**src/rtl/cke_trk_pkg.sv**
```systemverilog
`timescale 1ns/1ps
package cke_trk_pkg;

  typedef enum logic [3:0] {
    ST_IDLE     = 4'd0,
    ST_BANK_ACT = 4'd1,
    ST_READ     = 4'd2,
    ST_WRITE    = 4'd3,
    ST_PRECH    = 4'd4,
    ST_REFRESH  = 4'd5,
    ST_ACT_PD   = 4'd6,
    ST_PRE_PD   = 4'd7,
    ST_SELF_REF = 4'd8
  } pstate_e;

  typedef enum logic [1:0] {
    CMD_DES   = 2'd0,
    CMD_NOP   = 2'd1,
    CMD_REF   = 2'd2,
    CMD_OTHER = 2'd3
  } cmd_e;

  typedef struct packed {
    logic rd;
    logic wr;
    logic pre;
    logic rfr;
    logic act;
  } hint_t;

  function automatic logic is_low_power(pstate_e s);
    return (s == ST_ACT_PD) || (s == ST_PRE_PD) || (s == ST_SELF_REF);
  endfunction

  function automatic logic keeps_rows_open(pstate_e s);
    return (s == ST_BANK_ACT) || (s == ST_READ) || (s == ST_WRITE);
  endfunction

endpackage

```
**src/rtl/cke_cmd_decode.sv**
```systemverilog
`timescale 1ns/1ps
module cke_cmd_decode
  import cke_trk_pkg::*;
(
  input  logic cs_n,
  input  logic ras_n,
  input  logic cas_n,
  input  logic we_n,
  output cmd_e cmd
);

  always_comb begin
    if (cs_n) begin
      cmd = CMD_DES;
    end else if (ras_n && cas_n && we_n) begin
      cmd = CMD_NOP;
    end else if (!ras_n && !cas_n && we_n) begin
      cmd = CMD_REF;
    end else begin
      cmd = CMD_OTHER;
    end
  end

endmodule

```
**src/rtl/cke_hold_check.sv**
```systemverilog
`timescale 1ns/1ps
module cke_hold_check #(
  parameter int TCKE_MIN = 3,
  parameter int CNT_W    = 8
) (
  input  logic             clk,
  input  logic             rst_n,
  input  logic             cke,
  output logic             cke_hist,
  output logic             viol_pulse,
  output logic [CNT_W-1:0] viol_cnt
);

  localparam int HW = (TCKE_MIN < 2) ? 1 : $clog2(TCKE_MIN + 1);
  localparam logic [HW-1:0] LIMIT = HW'(TCKE_MIN);
  localparam logic [HW-1:0] ONE   = HW'(1);
  localparam logic [CNT_W-1:0] CNT_MAX = {CNT_W{1'b1}};

  logic [HW-1:0]    hold_q, hold_nxt;
  logic             toggle, short_hold, viol_nxt;
  logic             cnt_en, hold_en;
  logic [CNT_W-1:0] cnt_nxt;

  assign toggle     = cke ^ cke_hist;
  assign short_hold = (hold_q < LIMIT);
  assign viol_nxt   = toggle && short_hold;

  always_comb begin
    hold_en  = toggle || short_hold;
    hold_nxt = toggle ? ONE : (hold_q + ONE);
  end

  always_comb begin
    cnt_en  = viol_nxt && (viol_cnt != CNT_MAX);
    cnt_nxt = viol_cnt + CNT_W'(1);
  end

  always_ff @(posedge clk or negedge rst_n) begin
    if (!rst_n) begin
      cke_hist <= 1'b1;
    end else if (toggle) begin
      cke_hist <= cke;
    end
  end

  always_ff @(posedge clk or negedge rst_n) begin
    if (!rst_n) begin
      hold_q <= LIMIT;
    end else if (hold_en) begin
      hold_q <= hold_nxt;
    end
  end

  always_ff @(posedge clk or negedge rst_n) begin
    if (!rst_n) begin
      viol_pulse <= 1'b0;
    end else begin
      viol_pulse <= viol_nxt;
    end
  end

  always_ff @(posedge clk or negedge rst_n) begin
    if (!rst_n) begin
      viol_cnt <= '0;
    end else if (cnt_en) begin
      viol_cnt <= cnt_nxt;
    end
  end

endmodule

```
**src/rtl/cke_state_next.sv**
```systemverilog
`timescale 1ns/1ps
module cke_state_next
  import cke_trk_pkg::*;
(
  input  pstate_e cur,
  input  logic    cke_prev,
  input  logic    cke_now,
  input  cmd_e    cmd,
  input  hint_t   hint,
  output pstate_e nxt,
  output logic    illegal
);

  logic    lp, quiet;
  pstate_e busy_st;

  assign lp    = is_low_power(cur);
  assign quiet = (cmd == CMD_DES) || (cmd == CMD_NOP);

  // Activity priority while the clock stays enabled
  always_comb begin
    if (hint.rd) begin
      busy_st = ST_READ;
    end else if (hint.wr) begin
      busy_st = ST_WRITE;
    end else if (hint.pre) begin
      busy_st = ST_PRECH;
    end else if (hint.rfr) begin
      busy_st = ST_REFRESH;
    end else if (hint.act) begin
      busy_st = ST_BANK_ACT;
    end else begin
      busy_st = ST_IDLE;
    end
  end

  always_comb begin
    nxt     = cur;
    illegal = 1'b0;
    unique case ({cke_prev, cke_now})
      2'b11: begin
        if (lp) illegal = 1'b1;
        else    nxt = busy_st;
      end
      2'b00: begin
        if (!lp) illegal = 1'b1;
      end
      2'b01: begin
        if (lp && quiet) begin
          nxt = (cur == ST_ACT_PD) ? ST_BANK_ACT : ST_IDLE;
        end else begin
          illegal = 1'b1;
        end
      end
      2'b10: begin
        if (quiet && !lp) begin
          nxt = keeps_rows_open(cur) ? ST_ACT_PD : ST_PRE_PD;
        end else if ((cmd == CMD_REF) && (cur == ST_IDLE)) begin
          nxt = ST_SELF_REF;
        end else begin
          illegal = 1'b1;
        end
      end
      default: begin
        illegal = 1'b1;
      end
    endcase
  end

endmodule

```
**src/rtl/cke_power_tracker.sv**
```systemverilog
`timescale 1ns/1ps
module cke_power_tracker
  import cke_trk_pkg::*;
#(
  parameter int TCKE_MIN = 3,
  parameter int CNT_W    = 8
) (
  input  logic             clk,
  input  logic             rst_n,
  input  logic             cke,
  input  logic             cs_n,
  input  logic             ras_n,
  input  logic             cas_n,
  input  logic             we_n,
  input  logic             hint_rd,
  input  logic             hint_wr,
  input  logic             hint_pre,
  input  logic             hint_ref,
  input  logic             hint_act,
  output logic [3:0]       state_o,
  output logic             illegal_o,
  output logic             tcke_viol_o,
  output logic [CNT_W-1:0] viol_cnt_o
);

  cmd_e    cmd;
  hint_t   hint;
  pstate_e state_q, state_nxt;
  logic    illegal_nxt, state_en;
  logic    cke_hist;

  assign hint = '{rd: hint_rd, wr: hint_wr, pre: hint_pre, rfr: hint_ref, act: hint_act};

  cke_cmd_decode u_dec (
    .cs_n  (cs_n),
    .ras_n (ras_n),
    .cas_n (cas_n),
    .we_n  (we_n),
    .cmd   (cmd)
  );

  cke_hold_check #(
    .TCKE_MIN (TCKE_MIN),
    .CNT_W    (CNT_W)
  ) u_hold (
    .clk        (clk),
    .rst_n      (rst_n),
    .cke        (cke),
    .cke_hist   (cke_hist),
    .viol_pulse (tcke_viol_o),
    .viol_cnt   (viol_cnt_o)
  );

  cke_state_next u_next (
    .cur      (state_q),
    .cke_prev (cke_hist),
    .cke_now  (cke),
    .cmd      (cmd),
    .hint     (hint),
    .nxt      (state_nxt),
    .illegal  (illegal_nxt)
  );

  assign state_en = (state_nxt != state_q);

  always_ff @(posedge clk or negedge rst_n) begin
    if (!rst_n) begin
      state_q <= ST_IDLE;
    end else if (state_en) begin
      state_q <= state_nxt;
    end
  end

  always_ff @(posedge clk or negedge rst_n) begin
    if (!rst_n) begin
      illegal_o <= 1'b0;
    end else begin
      illegal_o <= illegal_nxt;
    end
  end

  assign state_o = state_q;

endmodule

```
**config.mk**
```make
export PLATFORM = sky130hd
export DESIGN_NAME = cke_power_tracker
export DESIGN_NICKNAME = d
export VERILOG_FILES = /design/src/rtl/cke_trk_pkg.sv /design/src/rtl/cke_cmd_decode.sv /design/src/rtl/cke_hold_check.sv /design/src/rtl/cke_state_next.sv /design/src/rtl/cke_power_tracker.sv
export SDC_FILE = /design/constraint.sdc
export NUM_CORES = 1
export LEC_CHECK = 0
export ABC_AREA = 1
export BUFFER_PORTS_ARGS = -buffer_cell sky130_fd_sc_hd__buf_2
export CORE_MARGIN = 2
export CORE_UTILIZATION = 52
export DETAILED_ROUTE_END_ITERATION = 8
export GPL_ROUTABILITY_DRIVEN = 0
export PLACE_DENSITY = 0.78
export SLEW_MARGIN = 20
export SYNTH_ARGS = -nofsm -noshare
export SYNTH_HDL_FRONTEND = slang
export SYNTH_SLANG_ARGS = --single-unit
```
**constraint.sdc**
```tcl
create_clock -name clk -period 2 [get_ports clk]
set_input_delay 0 -clock clk [delete_from_list [all_inputs] [get_ports clk]]
set_output_delay 0 -clock clk [all_outputs]
set_load 0.05 [all_outputs]
```
==> results of run 1 <==
-- final cells by class --
class	instances	area, um^2	area share, %
clock buffers	4	26.3	2.01
inverters	22	82.6	6.31
multi-input cells	101	592	45.2
flip-flops and latches	17	429	32.8
well taps	27	33.8	2.58
repair buffers	27	145	11.1
-- timing repair --
item | 4_1_cts | 5_1_grt
endpoints found under the hold margin | 18 | 0
resized for setup | 0 | 0
hold buffers | 2 | 0
-- final timing paths --
path,from,to,slack (ns),cells after the start
max in group asynchronous,rst_n,u_hold.hold_q[1],1.53,2
min in group asynchronous,rst_n,u_hold.viol_cnt[7],0.16,2
max,u_hold.cke_hist,u_hold.viol_cnt[4],0.22,9
min,hint_wr,state_o[1],0.12,5
min reg2reg,u_hold.viol_cnt[6],u_hold.viol_cnt[6],0.51,1
max reg2reg,u_hold.cke_hist,u_hold.viol_cnt[4],0.22,9
-- critical path: stages, from the launching register on --
cell and delay, ns:
dfstp_2 0.56, inv_1 0.07, ha_1 0.32, inv_1 0.11, nor2_4 0.16, nand2_4 0.10, nor2_2 0.15, nand3_1 0.09
nand2_1 0.07, nand2_1 0.04
-- synthesized netlist by cell type (all sizes together) --
cell,n,area share (%)
nor3,1,0.45
nand2,32,13
nand3,22,11
nor2,20,9.5
xnor2,2,1.6
a31oi,1,0.57
xor2,4,3.9
ha,6,6.8
a21oi,2,0.91
inv,22,7.5
dfstp,3,7.1
o22ai,1,0.57
o21ai,6,2.7
nand4,3,1.7
dfrtp,14,32
o211ai,1,0.68
-- metal layers --
layer	global-route usage, %	wire [um]
met3	5.45	99
met4	6.94	29
met5	0	0
met2	32.9	968
met1	21.3	985
-- power groups by stage --
stage	clock, uW	combinational, uW	sequential [uW]
finish	179	1310	692
detailed placement	0	1310	699
floorplan	0	611	1110
global route	202	1440	713
CTS	190	1320	692
global placement	0	1280	686
-- registers in the layout, indices dropped and copies added, names as in the netlist --
| register | count |
|---|---|
| u_hold.viol_pulse | 1 |
| u_hold.cke_hist | 1 |
| state_o | 4 |
| illegal_o | 1 |
| u_hold.viol_cnt | 8 |
| u_hold.hold_q | 2 |
-- cell families (layout without fill, tap and decap cells) --
group / Yosys count / after routing / synth area share, %
fa+ha+maj: 6 / 6 / 6.80
xor+xnor: 6 / 6 / 5.44
flops: 17 / 17 / 38.9
simple gates: 78 / 78 / 35.9
compound gates: 11 / 11 / 5.44
buf+inv: 22 / 53 / 7.48
-- through the flow --
stage                     total power [uW]  instance area (um^2)  instances  setup WS (ns)
after global placement                1970                  1260        192          0.342
after floorplan                       1720                  1100        140          0.312
after detailed placement              2010                  1260        192          0.226
after global routing                  2350                  1310        198         0.0676
after CTS                             2200                  1310        198          0.203
final                                 2180                  1310        198          0.221
==> flow_summary.yaml, run 1 <==
layout:
  syn2layout_area_growth_pct: 18.6
  fillCellCount: 175
  final_common_cell: "nand2_1"
  drive_gt1_share_pct: 27.5
  antenna_cells: 0
  nNetsFinal: 190
  final_util_pct: 66.0
  layout_common_cells: "nand2_1, buf_2, inv_1"
global_routing:
  grt_pass1_vias: 868
  grt_pass1_wl_um: 3530
  track_usage_pct: 18.8
  grt_overflow: 0
  grt_max_degree: 18
  antenna_found_initial: 0
detailed_routing:
  ant_nets: 0
  dr.pass1.iters: 4
  drc: 0
  wirelength_um: 2080
  wl_per_cell_um: 10.5
  drt_iter0_drc: 11
  avgViaCountPerCell: 4.97
  num_vias: 984
yosys:
  syn-num-nets: 158
  synthCells: 140
  yosysSeqAreaShare_pct: 38.9
  yosysUniqueCellTypes: 23
  synth_area_um2: 1100
  synth_seq_cells: 17
  postSynthAreaPerCell_um2: 7.88
  yosysWarnings: 0
critical_path:
  critPathArrivalTime_ns: 1.97
  worstSetupEndpointType: "flip-flop"
  worst_setup_path_start_kind: "flip-flop"
  path_class: "reg -> reg"
  crit_fanout: 5
  cp.required_ns: 2.19
timing:
  rsz0062_at_grt: "false"
  timing.slew.headroom_pct: 74.5
  drv_slew: 0
  max_freq_ghz: 0.562
  hold-worst-slack_ns: 0.121
  tns_ns: 0
  fin_skew_ns: 0.00362
  min_period_ns: 1.78
  finalSetupViolations: 0
  tightest_slew_ns: 0.383
  finalHoldViolations: 0
  finalCritPeriodShare_pct: 88.9
clocking:
  cts_tree: "yes"
  cts.sink_count: 17
  post-cts-setup-buffer-count: 0
  clock_tree.buffer_depth: 2
  clock_latency_ns: 0.29
  cts_buffers: 3
  clockRootBuffer: "clkbuf_4"
  h-tree-depth: 1
  path_clk_slew_ns: 0.09
die:
  io_pins: 26
  die_x_um: 50.1
  core-area_um2: 1980
  die_h_um: 50.1
  placementRows: 16
  dieArea_um2: 2510
  start_util_pct: 55.7
placement:
  port_buffers: 25
  dp_hpwl_um: 1690
pwr:
  powerDensity_nw_per_um2: 1660
  p_switching_uw: 1220
  p_comb_share_pct: 60.0
  intPower_uw: 957
  p_leak_uw: 0.000698
  clkPwrFrac_pct: 8.2
  netSwitchingFraction_pct: 56.1
  vdd_drop_max_mv: 1.06
  pwr-share-seq_pct: 31.8
outcome:
  status: "completed"
flow_run:
  maxCapViolations: 0
min_path:
  hold_class: "in -> reg"
No activity file was read; power rests on OpenSTA's default activity.
==> inputs of run 2 (changes only) <==
clock period = 1.8 ns   (was 2 ns; I/O delays follow)
==> flow_summary.yaml, run 2 (synthesis gave the netlist of run 1 again) <==
outcome:
  status: "completed"
timing:
  max_freq_ghz: 0.590
  finalSetupViolations: 0
  fin_skew_ns: 0.00589
  tns_ns: 0
  finalCritPeriodShare_pct: 94.2
  timing.slew.headroom_pct: 75.3
  hold-worst-slack_ns: 0.143
  rsz0062_at_grt: "false"
  drv_slew: 0
  min_period_ns: 1.70
  tightest_slew_ns: 0.370
  finalHoldViolations: 0
critical_path:
  critPathArrivalTime_ns: 1.89
  crit_slowest_cell: "dfstp_2"
  path_class: "reg -> reg"
  crit_chain: "inv_1 > ha_4 > inv_1 > nor2_4 > nand2_4 > nor2_4 > nand2_4 > xor2_2"
  crit_fanout: 5
  worstSetupEndpointType: "flip-flop"
  cp.required_ns: 1.99
  slowest_delay_ns: 0.55
  worst_setup_path_start_kind: "flip-flop"
clocking:
  h-tree-depth: 1
  clock_tree.buffer_depth: 2
  path_clk_slew_ns: 0.10
  cts_tree: "yes"
  clock_latency_ns: 0.29
  cts_buffers: 3
  cts.sink_count: 17
  clockRootBuffer: "clkbuf_4"
layout:
  layout.cells.non_filler: 199
  antenna_cells: 0
  largest_reg_flops: 8
  final_common_cell: "nand2_1"
  regMostFlops: "u_hold.viol_cnt"
  layout_common_cells: "nand2_1, buf_2, inv_1"
  drive_gt1_share_pct: 29.1
  syn2layout_area_growth_pct: 21.0
  nNetsFinal: 191
placement:
  dp_cells: 192
  dp_hpwl_um: 1680
  port_buffers: 25
detailed_routing:
  drc: 0
  ant_nets: 0
  drt_iter0_drc: 11
  wirelength_um: 2100
  wl_per_cell_um: 10.6
  dr.pass1.iters: 4
  num_vias: 968
  avgViaCountPerCell: 4.86
min_path:
  hold_class: "in -> async"
pwr:
  powerDensity_nw_per_um2: 1850
  vdd_drop_max_mv: 0.936
  p_leak_uw: 0.000706
global_routing:
  grt_max_degree: 18
  track_usage_pct: 17.7
  antenna_found_initial: 0
  grt_pass1_wl_um: 3390
  grt_overflow: 0
  grt_pass1_vias: 841
die:
  core-area_um2: 1980
  die_h_um: 50.1
  io_pins: 26
  start_util_pct: 55.7
  dieArea_um2: 2510
  die_x_um: 50.1
  placementRows: 16
flow_run:
  maxCapViolations: 0
==> run 2: final cells by class <==
class / count / area (um^2)
clock buffers: 3 / 22.5
inverters: 22 / 82.6
multi-input cells: 101 / 609
repair buffers: 28 / 153
flip-flops and latches: 17 / 429
fillers: 181 / 647
well taps: 27 / 33.8
clock inverters: 1 / 5.00
==> run 2: report_power, final <==
part | switching (uW) | internal, uW | total (uW)
logic | 1070 | 432 | 1510
registers | 187 | 579 | 766
clock network | 118 | 82.7 | 201
total | 1380 | 1090 | 2470
==> run 2: final timing paths <==
check / cells past startpoint / end / slack (ns) / from
setup / recovery: 8 / u_hold.viol_cnt[5] / 0.10 / u_hold.cke_hist
hold / removal: 2 / state_o[0] / 0.14 / rst_n
setup reg to reg: 8 / u_hold.viol_cnt[5] / 0.10 / u_hold.cke_hist
hold reg to reg: 1 / u_hold.viol_cnt[6] / 0.51 / u_hold.viol_cnt[6]
max in group asynchronous: 2 / u_hold.cke_hist / 1.34 / rst_n
min in group clk: 5 / state_o[1] / 0.15 / hint_wr
==> run 2: worst max-delay path, delay by kind of cell (launching register included) <==
family / cells / cell delay, ns
xor gates and xnor gates: 1 / 0.13
adders and majority gates: 1 / 0.29
and+or+nand+nor: 4 / 0.47
DFF: 1 / 0.55
buffers and inverters: 2 / 0.16
==> run 2: metrics by stage <==
stage	setup WS [ns]	total power, uW	utilization, %	cell area, um^2
floorplan	0.112	1910	-	1100
global placement	0.139	2190	63.7	1260
detailed placement	0.0340	2230	63.7	1260
CTS	0.0355	2440	66.1	1310
global route	0.0225	2650	67.4	1340
finish	0.105	2470	67.4	1340
==> run 2: metal layers <==
layer,vias to the layer above,GRT usage (%),share of wire (%)
li1,510,-,-
met1,439,22.1,47
met2,17,28.9,47
met3,2,5.76,4.6
met4,0,5.09,0.71
met5,-,0,0
==> run 2: timing repair <==
action,4_1_cts,5_1_grt
hold buffers,2,0
hold endpoints to repair,18,0
endpoints found under the setup margin,0,4
gates resized for setup,0,2
buffers inserted,0,1
